===== src/rtl/ir_timer_pkg.sv =====
package ir_timer_pkg;
  typedef enum logic [1:0] {
    EDGE_NONE = 2'b00,
    EDGE_RISE = 2'b01,
    EDGE_FALL = 2'b10,
    EDGE_BOTH = 2'b11
  } edge_sel_e;
endpackage


===== src/rtl/ir_carrier_gen.sv =====
// Carrier phase generator: high phase hi+1 clocks, low phase lo+1 clocks
module ir_carrier_gen #(
  parameter int CNT_W = 16
) (
  input  logic             clk,
  input  logic             rst_n,
  input  logic             run,
  input  logic             restart,
  input  logic [CNT_W-1:0] restart_hi,
  input  logic [CNT_W-1:0] hi_val,
  input  logic [CNT_W-1:0] lo_val,
  output logic             in_hi,
  output logic             cyc_end
);
  logic [CNT_W-1:0] ph_cnt;

  assign cyc_end = run && !in_hi && (ph_cnt == '0);

  always_ff @(posedge clk) begin
    if (!rst_n) begin
      in_hi  <= 1'b0;
      ph_cnt <= '0;
    end else if (restart) begin
      in_hi  <= 1'b1;
      ph_cnt <= restart_hi;
    end else if (run) begin
      if (ph_cnt != '0) begin
        ph_cnt <= ph_cnt - 1'b1;
      end else if (in_hi) begin
        in_hi  <= 1'b0;
        ph_cnt <= lo_val;
      end else begin
        in_hi  <= 1'b1;
        ph_cnt <= hi_val;
      end
    end
  end
endmodule


===== src/rtl/ir_tx_seq.sv =====
// Interval sequencer with shadowed settings
module ir_tx_seq #(
  parameter int CNT_W = 16
) (
  input  logic             clk,
  input  logic             rst_n,
  input  logic             go,
  input  logic [CNT_W-1:0] hi_in,
  input  logic [CNT_W-1:0] lo_in,
  input  logic [CNT_W-1:0] mod_in,
  input  logic             data_in,
  input  logic             cyc_end,
  output logic             tx_run,
  output logic             restart,
  output logic [CNT_W-1:0] hi_sh,
  output logic [CNT_W-1:0] lo_sh,
  output logic             data_sh,
  output logic             interval_irq
);
  logic [CNT_W-1:0] cyc_left;
  logic             last_cyc;

  assign last_cyc = cyc_end && (cyc_left == '0);
  assign restart  = go && (!tx_run || last_cyc);

  always_ff @(posedge clk) begin
    if (!rst_n) begin
      tx_run       <= 1'b0;
      interval_irq <= 1'b0;
      cyc_left     <= '0;
      hi_sh        <= '0;
      lo_sh        <= '0;
      data_sh      <= 1'b0;
    end else if (!go) begin
      tx_run       <= 1'b0;
      interval_irq <= 1'b0;
    end else begin
      tx_run       <= 1'b1;
      interval_irq <= tx_run && last_cyc;
      if (restart) begin
        hi_sh    <= hi_in;
        lo_sh    <= lo_in;
        data_sh  <= data_in;
        cyc_left <= mod_in;
      end else if (cyc_end) begin
        cyc_left <= cyc_left - 1'b1;
      end
    end
  end
endmodule


===== src/rtl/ir_rx_capture.sv =====
// Receive edge counter with capture, reload and overflow
module ir_rx_capture
  import ir_timer_pkg::*;
#(
  parameter int CNT_W = 16
) (
  input  logic             clk,
  input  logic             rst_n,
  input  logic             go,
  input  logic [1:0]       edge_sel,
  input  logic             reload,
  input  logic             ir_in,
  input  logic             flag_clr,
  output logic [CNT_W-1:0] cap_value,
  output logic             cap_flag,
  output logic             ovf_flag
);
  localparam logic [CNT_W-1:0] CNT_MAX = '1;

  edge_sel_e        sel;
  logic             ir_prev;
  logic [CNT_W-1:0] cnt;
  logic             rise, fall, qual, wrap;

  assign sel  = edge_sel_e'(edge_sel);
  assign rise = ir_in && !ir_prev;
  assign fall = !ir_in && ir_prev;

  always_comb begin
    unique case (sel)
      EDGE_RISE: qual = rise;
      EDGE_FALL: qual = fall;
      EDGE_BOTH: qual = rise || fall;
      default:   qual = 1'b0;
    endcase
    qual = qual && go;
  end

  assign wrap = go && (cnt == CNT_MAX) && !(qual && reload);

  always_ff @(posedge clk) begin
    if (!rst_n) begin
      ir_prev   <= 1'b0;
      cnt       <= '0;
      cap_value <= '0;
      cap_flag  <= 1'b0;
      ovf_flag  <= 1'b0;
    end else begin
      ir_prev <= ir_in;
      if (!go)
        cnt <= '0;
      else if (qual && reload)
        cnt <= '0;
      else
        cnt <= cnt + 1'b1;
      if (qual)
        cap_value <= cnt;
      if (qual)
        cap_flag <= 1'b1;
      else if (flag_clr)
        cap_flag <= 1'b0;
      if (wrap)
        ovf_flag <= 1'b1;
      else if (flag_clr)
        ovf_flag <= 1'b0;
    end
  end
endmodule


===== src/rtl/ir_timer.sv =====
module ir_timer #(
  parameter int CNT_W = 16
) (
  input  logic             clk,
  input  logic             rst_n,
  input  logic             enable,
  input  logic             mode_tx,
  input  logic             polarity,
  input  logic [CNT_W-1:0] car_hi,
  input  logic [CNT_W-1:0] car_lo,
  input  logic [CNT_W-1:0] mod_count,
  input  logic             data_bit,
  input  logic [1:0]       edge_sel,
  input  logic             reload,
  input  logic             ir_in,
  input  logic             flag_clr,
  output logic             ir_out,
  output logic             interval_irq,
  output logic             cap_flag,
  output logic [CNT_W-1:0] cap_value,
  output logic             ovf_flag
);
  logic             go_tx, go_rx;
  logic             tx_run, restart, in_hi, cyc_end, data_sh;
  logic [CNT_W-1:0] hi_sh, lo_sh;

  assign go_tx = enable && mode_tx;
  assign go_rx = enable && !mode_tx;

  ir_tx_seq #(.CNT_W(CNT_W)) u_seq (
    .clk(clk), .rst_n(rst_n), .go(go_tx),
    .hi_in(car_hi), .lo_in(car_lo), .mod_in(mod_count), .data_in(data_bit),
    .cyc_end(cyc_end), .tx_run(tx_run), .restart(restart),
    .hi_sh(hi_sh), .lo_sh(lo_sh), .data_sh(data_sh),
    .interval_irq(interval_irq)
  );

  ir_carrier_gen #(.CNT_W(CNT_W)) u_car (
    .clk(clk), .rst_n(rst_n), .run(tx_run), .restart(restart),
    .restart_hi(car_hi), .hi_val(hi_sh), .lo_val(lo_sh),
    .in_hi(in_hi), .cyc_end(cyc_end)
  );

  ir_rx_capture #(.CNT_W(CNT_W)) u_rx (
    .clk(clk), .rst_n(rst_n), .go(go_rx), .edge_sel(edge_sel),
    .reload(reload), .ir_in(ir_in), .flag_clr(flag_clr),
    .cap_value(cap_value), .cap_flag(cap_flag), .ovf_flag(ovf_flag)
  );

  // idle level is polarity, active carrier phase is its inverse
  assign ir_out = polarity ^ (tx_run && data_sh && in_hi);
endmodule


===== config.mk =====
export PLATFORM = sky130hd
export DESIGN_NAME = ir_timer
export DESIGN_NICKNAME = d
export VERILOG_FILES = /design/src/rtl/ir_timer_pkg.sv /design/src/rtl/ir_carrier_gen.sv /design/src/rtl/ir_tx_seq.sv /design/src/rtl/ir_rx_capture.sv /design/src/rtl/ir_timer.sv
export SDC_FILE = /design/constraint.sdc
export NUM_CORES = 1
export LEC_CHECK = 0
export ABC_AREA = 1
export BUFFER_PORTS_ARGS = -buffer_cell sky130_fd_sc_hd__buf_2
export CAP_MARGIN = 5
export CORE_ASPECT_RATIO = 0.5
export CORE_MARGIN = 3
export CORE_UTILIZATION = 52
export CTS_BUF_LIST = sky130_fd_sc_hd__clkbuf_4 sky130_fd_sc_hd__clkbuf_8 sky130_fd_sc_hd__clkbuf_16
export DETAILED_ROUTE_END_ITERATION = 16
export GPL_TIMING_DRIVEN = 0
export PLACE_DENSITY = 0.78
export SLEW_MARGIN = 20
export SYNTH_ARGS = -nofsm -noshare
export SYNTH_HDL_FRONTEND = slang
export SYNTH_SLANG_ARGS = --single-unit
export TNS_END_PERCENT = 20

===== constraint.sdc =====
create_clock -name clk -period 1.87 [get_ports clk]
set_input_delay 0.187 -clock clk [delete_from_list [all_inputs] [get_ports clk]]
set_output_delay 0.187 -clock clk [all_outputs]
set_load 0.02 [all_outputs]

* Word level (Yosys, flattened, before mapping)
Cells that the tools add are included.
Word-level totals: output and inout port bits 20, memory bits (writable) 0, memories 0, register bits 103, bits of input ports 59, memory bits (read-only) 0, bits in latches 0
Operators by class: multiplexer cells 15, reduce and logical (&&, ||, !) cells 35, $add $sub $neg 3, multipliers 0, eq/ne operators 5, shifts and indexed selects 0, bitwise logic cells 3, magnitude comparators 0, divide/modulo/power cells 0
Operators by type and width (count):
- 16-bit 2-to-1 mux | 6
- 16-bit zero test | 2
- 16-bit by 1-bit subtractor with 16-bit output, second input constant | 2
- 16-bit by 1-bit adder with 16-bit output, second input constant | 1
- 16-bit equality test, second input constant | 1
- 16-bit nonzero test | 1
- 1-bit logical AND | 15
- 1-bit 2-to-1 mux | 8
- 2-bit AND reduction | 4
- 2-bit nonzero test | 4
- 1-bit zero test | 6
- 2-bit equality test, second input constant | 2
- 1-bit case mux with 3 select lines | 1
- 3-bit OR reduction | 1
- 2-bit by 1-bit equality test with 1-bit output, second input constant | 1
- 1-bit logical OR | 2
- 2-bit inequality test, second input constant | 1
- 1-bit inverter | 2
- 1-bit XOR | 1

* Longest topological paths before layout
depth in word-level cells 9, mapped depth 14, mapped depth without buffers 13

* Modules after synthesis
From an unflattened synthesis, not the netlist that was laid out.
Second synthesis, totals: cells, all modules 797, area, all modules 5418.9 um^2
By module, submodules not included:
- ir_tx_seq | area an instance 2388.5 um^2, instances 1, cells each 348, sequential area each 1021.0 um^2
- ir_carrier_gen | area an instance 1514.0 um^2, instances 1, cells each 240, sequential area each 340.3 um^2
- ir_rx_capture | area an instance 1478.9 um^2, instances 1, cells each 200, sequential area each 700.7 um^2
- ir_timer | area an instance 37.5 um^2, instances 1, cells each 9, sequential area each 0.0 um^2

* Least setup slack after synthesis
OpenSTA, ideal clock, no wires.
path kind reg2reg, from reg u_rx.ir_prev, to reg u_rx.cnt[11], path buffers 1, slack 0.104 ns, required time 1.792 ns, arrival time 1.689 ns, stages on the path, launching flop included 11, period minus slack after synthesis 1.766 ns, path through dfxtp_1 > ha_1 > inv_1 > nand2_1 > o211ai_1 > nand2_1 > nor2_1 > nor3_1 > inv_1 > buf_2 > nor3_1
On the way: cells in the longest elaborated chain, start to end 7, elaborated cells on any way between the ends 8, those cells by class mux (1); reduce/logical (7)
Ends and longest elaborated chain:
- from (decl) | line ir_rx_capture.sv:21 | logic ir_prev;
- from (signal assigned) | line ir_rx_capture.sv:49 | ir_prev <= ir_in;
- 1-bit zero test | line ir_rx_capture.sv:26 | assign rise = ir_in && !ir_prev;
- 1-bit logical AND | line ir_rx_capture.sv:26
- 1-bit logical OR | line ir_rx_capture.sv:33 | EDGE_BOTH: qual = rise || fall;
- 1-bit case mux with 3 select lines (*) | line ir_rx_capture.sv:30 | unique case (sel)
- 1-bit logical AND (*) | line ir_rx_capture.sv:36 | qual = qual && go;
- 1-bit logical AND (*) | line ir_rx_capture.sv:52 | else if (qual && reload)
- 3-bit OR reduction (no line) (*)
- to (signal assigned) | line ir_rx_capture.sv:55 | cnt <= cnt + 1'b1;
- to (decl) | line ir_rx_capture.sv:22 | logic [CNT_W-1:0] cnt;
Every way passes the cells marked *; elsewhere a longest branch is shown, timed or not. A chain may end at the register's enable or synchronous reset.

* Final worst setup path
from reg u_car.ph_cnt[3], to reg u_seq.lo_sh[5]
On the way: cells in the longest elaborated chain, start to end 6
Ends and longest elaborated chain:
- from (decl) | line ir_carrier_gen.sv:15 | logic [CNT_W-1:0] ph_cnt;
- from (signal assigned) | line ir_carrier_gen.sv:25 | ph_cnt <= restart_hi;
- from (signal assigned) | line ir_carrier_gen.sv:28 | ph_cnt <= ph_cnt - 1'b1;
- from (signal assigned) | line ir_carrier_gen.sv:31 | ph_cnt <= lo_val;
- 16-bit zero test | line ir_carrier_gen.sv:17 | assign cyc_end = run && !in_hi && (ph_cnt == '0);
- 1-bit logical AND | line ir_carrier_gen.sv:17
- 1-bit logical AND | line ir_tx_seq.sv:23 | assign last_cyc = cyc_end && (cyc_left == '0);
- 1-bit logical OR | line ir_tx_seq.sv:24 | assign restart = go && (!tx_run || last_cyc);
- 1-bit logical AND | line ir_tx_seq.sv:24
- 2-bit AND reduction (no line)
- to (signal assigned) | line ir_tx_seq.sv:42 | lo_sh <= lo_in;
- to (decl) | line ir_tx_seq.sv:16 | output logic [CNT_W-1:0] lo_sh,
Every way passes these cells.

==> run metrics <==
status=finished clean; Detail Placement HPWL=10.55 mm; Worst Setup End Kind=flop; met1 Use GR=34.87%; CTS tree=yes; clock sinks=a little over 100; number of global-route vias before repair=5029; unrepaired setup endpoints after global routing=true; GRT Total Usage=25.82%; max-cap viol count=0; Mapped Nets=832; fraction of layout cells with a size suffix above 1=19.54%; cell at the root of the clock tree=sky130_fd_sc_hd__clkbuf_16; later-pin clock latency in the skew report=approximately 0.35 ns; critical path fanouts, max=10; final non-filler cell total=1010; VDD IR max=~0.00054 V; worst rel slew slack=56.91%; cts bufs inserted=9; Layout Nets=936; fill cell count=876; minimum clock period=1.792 ns; layer carrying the most global-route usage=met2; Worst Tran Pin Value=0.6464 ns; Pre-antenna DRT Iters=8; largest net degree at the start of global routing=17; standard-cell rows=25; Final Hold Vio Count=0; GRT met3 Usage=4.723%; area fraction of the dominant cell type after synthesis=39.70%; Inst Count DP=979; Avg Inst Size Synth=~6.8 um^2; number of synthesized register bits=approximately 100; Iter 0 DRT Violations=585; GRT Residual Overflow=0; Cell Area, Synth=slightly above 0.005 mm^2; synth top area cells=sky130_fd_sc_hd__dfxtp_1 (40%), sky130_fd_sc_hd__nand2_1 (12%), sky130_fd_sc_hd__a21oi_1 (8.1%); Post-Route Skew=around 0.0093 ns; DRC violations left=0; hold path cells=3; cell type with the highest aggregate area in the netlist=sky130_fd_sc_hd__dfxtp_1; final weighted congestion in routability-driven placement=slightly below 1; start-to-end type of the worst setup path=flop to flop; GR Util met2=43.17%; Die X-Extent=147.3 um; class of the most critical hold timing path=input pin to flop; signal arrival time at the worst endpoint=slightly above 2 ns; area of the placeable core=roughly 0.0096 mm^2; global-route wire length before repair=approximately 24 mm; count of distinct cell types in the synthesized netlist=28; total placed instance area=around 0.0058 mm^2; upper clock frequency limit=557.9 MHz; final antenna-violating net count=0; number of setup violations in the final report=0; ANT cells=0; total leakage power=roughly 2.8 nW; average routed wire per standard cell=roughly 15 um; share of the clock period used by the worst path after layout=95.85%; Area growth syn-to-layout=22.74%; IO Pins=79; total power consumption of the routed design=5.493 mW; vias after detailed routing=5503; full die area=0.01130 mm^2; FF-to-FF path depth=9; footprint of the flip-flops and latches=just over 0.002 mm^2; area taken by multi-input logic gates=0.002824 mm^2; final non-filler cell area=between 0.006 and 0.007 mm^2; Data required, critical path=2.10 ns; initial antenna violation count=0; sequential fraction of the synthesis area=39.70%; Syn Inst Count=766; final slew viol count=0; Worst setup SP type=flop; IO buf count=between 70 and 80; height of the chip=~77 um; Max Buffers Root-to-Sink=2; number of vias per cell=5.449; pwr dens=around 860 mW/mm^2; wire length after detailed routing=about 15 mm; total of warnings raised by yosys=0; Clk pin slew, worst setup/hold paths=about 0.070 ns; initial cell density of the core=54.26%; CTS H-tree depth=3
[placed cells by master (no fill, tap or decap), drive strengths merged, types with 2 or more instances in the layout]
cell	instances
nand2	163
nand4	4
buf	109
nand3	81
ha	7
clkinvlp	2
xnor2	7
mux2i	8
a21oi	84
clkinv	4
clkbuf	31
o21ai	66
inv	74
nor2	86
xor2	16
a31oi	6
nand3b	2
o211ai	2
nor3	14
o31ai	2
dfxtp	103
[report_power, final]
group | internal [mW] | total, mW | switching, mW
registers | 2.31 | 2.42 | 0.106
clock network | 1.07 | 1.91 | 0.845
logic | 0.448 | 1.16 | 0.716
total | 3.83 | 5.49 | 1.67
[layout make-up]
class,count,area share (%)
plain buffers,36,3.474
clock buffers,11,3.768
clock inverters,5,0.9225
inverters,76,4.553
multi-input cells,551,44.30
flip-flops and latches,103,32.42
well taps,135,2.650
repair buffers,93,7.910
[metal layers]
metal	vias to the layer above	part of all wire, %
met4	0	2.1
met1	2538	44
met3	32	6.9
met5	-	0
met2	216	47
li1	2717	-
[flip-flops by register name, indices dropped and copies added, names as in the netlist]
name                flops
u_seq.data_sh           1
u_car.in_hi             1
u_seq.lo_sh            16
u_car.ph_cnt           16
u_seq.cyc_left         16
u_rx.cap_flag           1
u_rx.ir_prev            1
u_seq.hi_sh            16
u_rx.cap_value         16
u_seq.tx_run            1
u_rx.cnt               16
u_rx.ovf_flag           1
u_seq.interval_irq      1
[synthesized netlist by cell type (all sizes together)]
cell type and instances:
nand2 163, dfxtp 103, nor2 86, a21oi 84, nand3 81, inv 74
o21ai 66, clkbuf 25, xor2 16, nor3 14, buf 11, mux2i 8
ha 7, xnor2 7, a31oi 6, nand4 4, clkinv 2, nand3b 2
o211ai 2, o31ai 2, nor4 1, o21bai 1, o22ai 1
[worst max-delay path: stages, from the launching register on]
cell	delay, ns
sky130_fd_sc_hd__dfxtp_1	0.37
sky130_fd_sc_hd__nor2_4	0.17
sky130_fd_sc_hd__nand2_1	0.09
sky130_fd_sc_hd__nor2_2	0.14
sky130_fd_sc_hd__nand3_2	0.13
sky130_fd_sc_hd__o21bai_4	0.19
sky130_fd_sc_hd__nand2_4	0.12
sky130_fd_sc_hd__buf_4	0.20
sky130_fd_sc_hd__o21ai_0	0.19
sky130_fd_sc_hd__a21oi_1	0.06
[worst paths after layout]
check | startpoint | endpoint | slack [ns]
worst max-delay path | u_car.ph_cnt[3] | u_seq.lo_sh[5] | 0.08
worst max register to register | u_car.ph_cnt[3] | u_seq.lo_sh[5] | 0.08
worst min-delay path | ir_in | u_rx.ir_prev | 0.06
worst min register to register | u_seq.hi_sh[7] | u_seq.hi_sh[7] | 0.46
[through the flow]
step                util [%]  TNS (ns)  hold slack [ns]  worst slack (ns)
finish                 66.60         0          0.06081           0.07768
global route           66.60   -0.4137          0.06391          -0.05244
CTS                    64.10  -0.04187          0.05829          -0.02860
detailed placement     60.10    -17.31           0.4188           -0.5200
global placement       60.10    -13.47           0.4088           -0.4621
floorplan                  -         0           0.2805            0.1035
[cells by family (layout without fill, tap and decap cells)]
logic type / after synthesis / count (layout) / share of synthesized area (%)
flip-flops: 103 / 103 / 39.70
multiplexers: 8 / 8 / 1.542
AND/OR/NAND/NOR: 351 / 351 / 28.62
XOR/XNOR: 23 / 23 / 3.879
buffers and inverters: 112 / 221 / 8.335
AO/OA/AOI/OAI: 162 / 162 / 16.24
adder cells (fa/ha/maj): 7 / 7 / 1.686
[timing repair]
item / CTS / global route
buffers inserted: 4 / 10
cloned: 0 / 1
setup endpoints to repair: 93 / 92
pin swaps: 4 / 10
gates resized for setup: 25 / 69
endpoints found under the hold margin: 0 / 0
hold buffers: 0 / 0
Power figures use the tool's default switching activity.
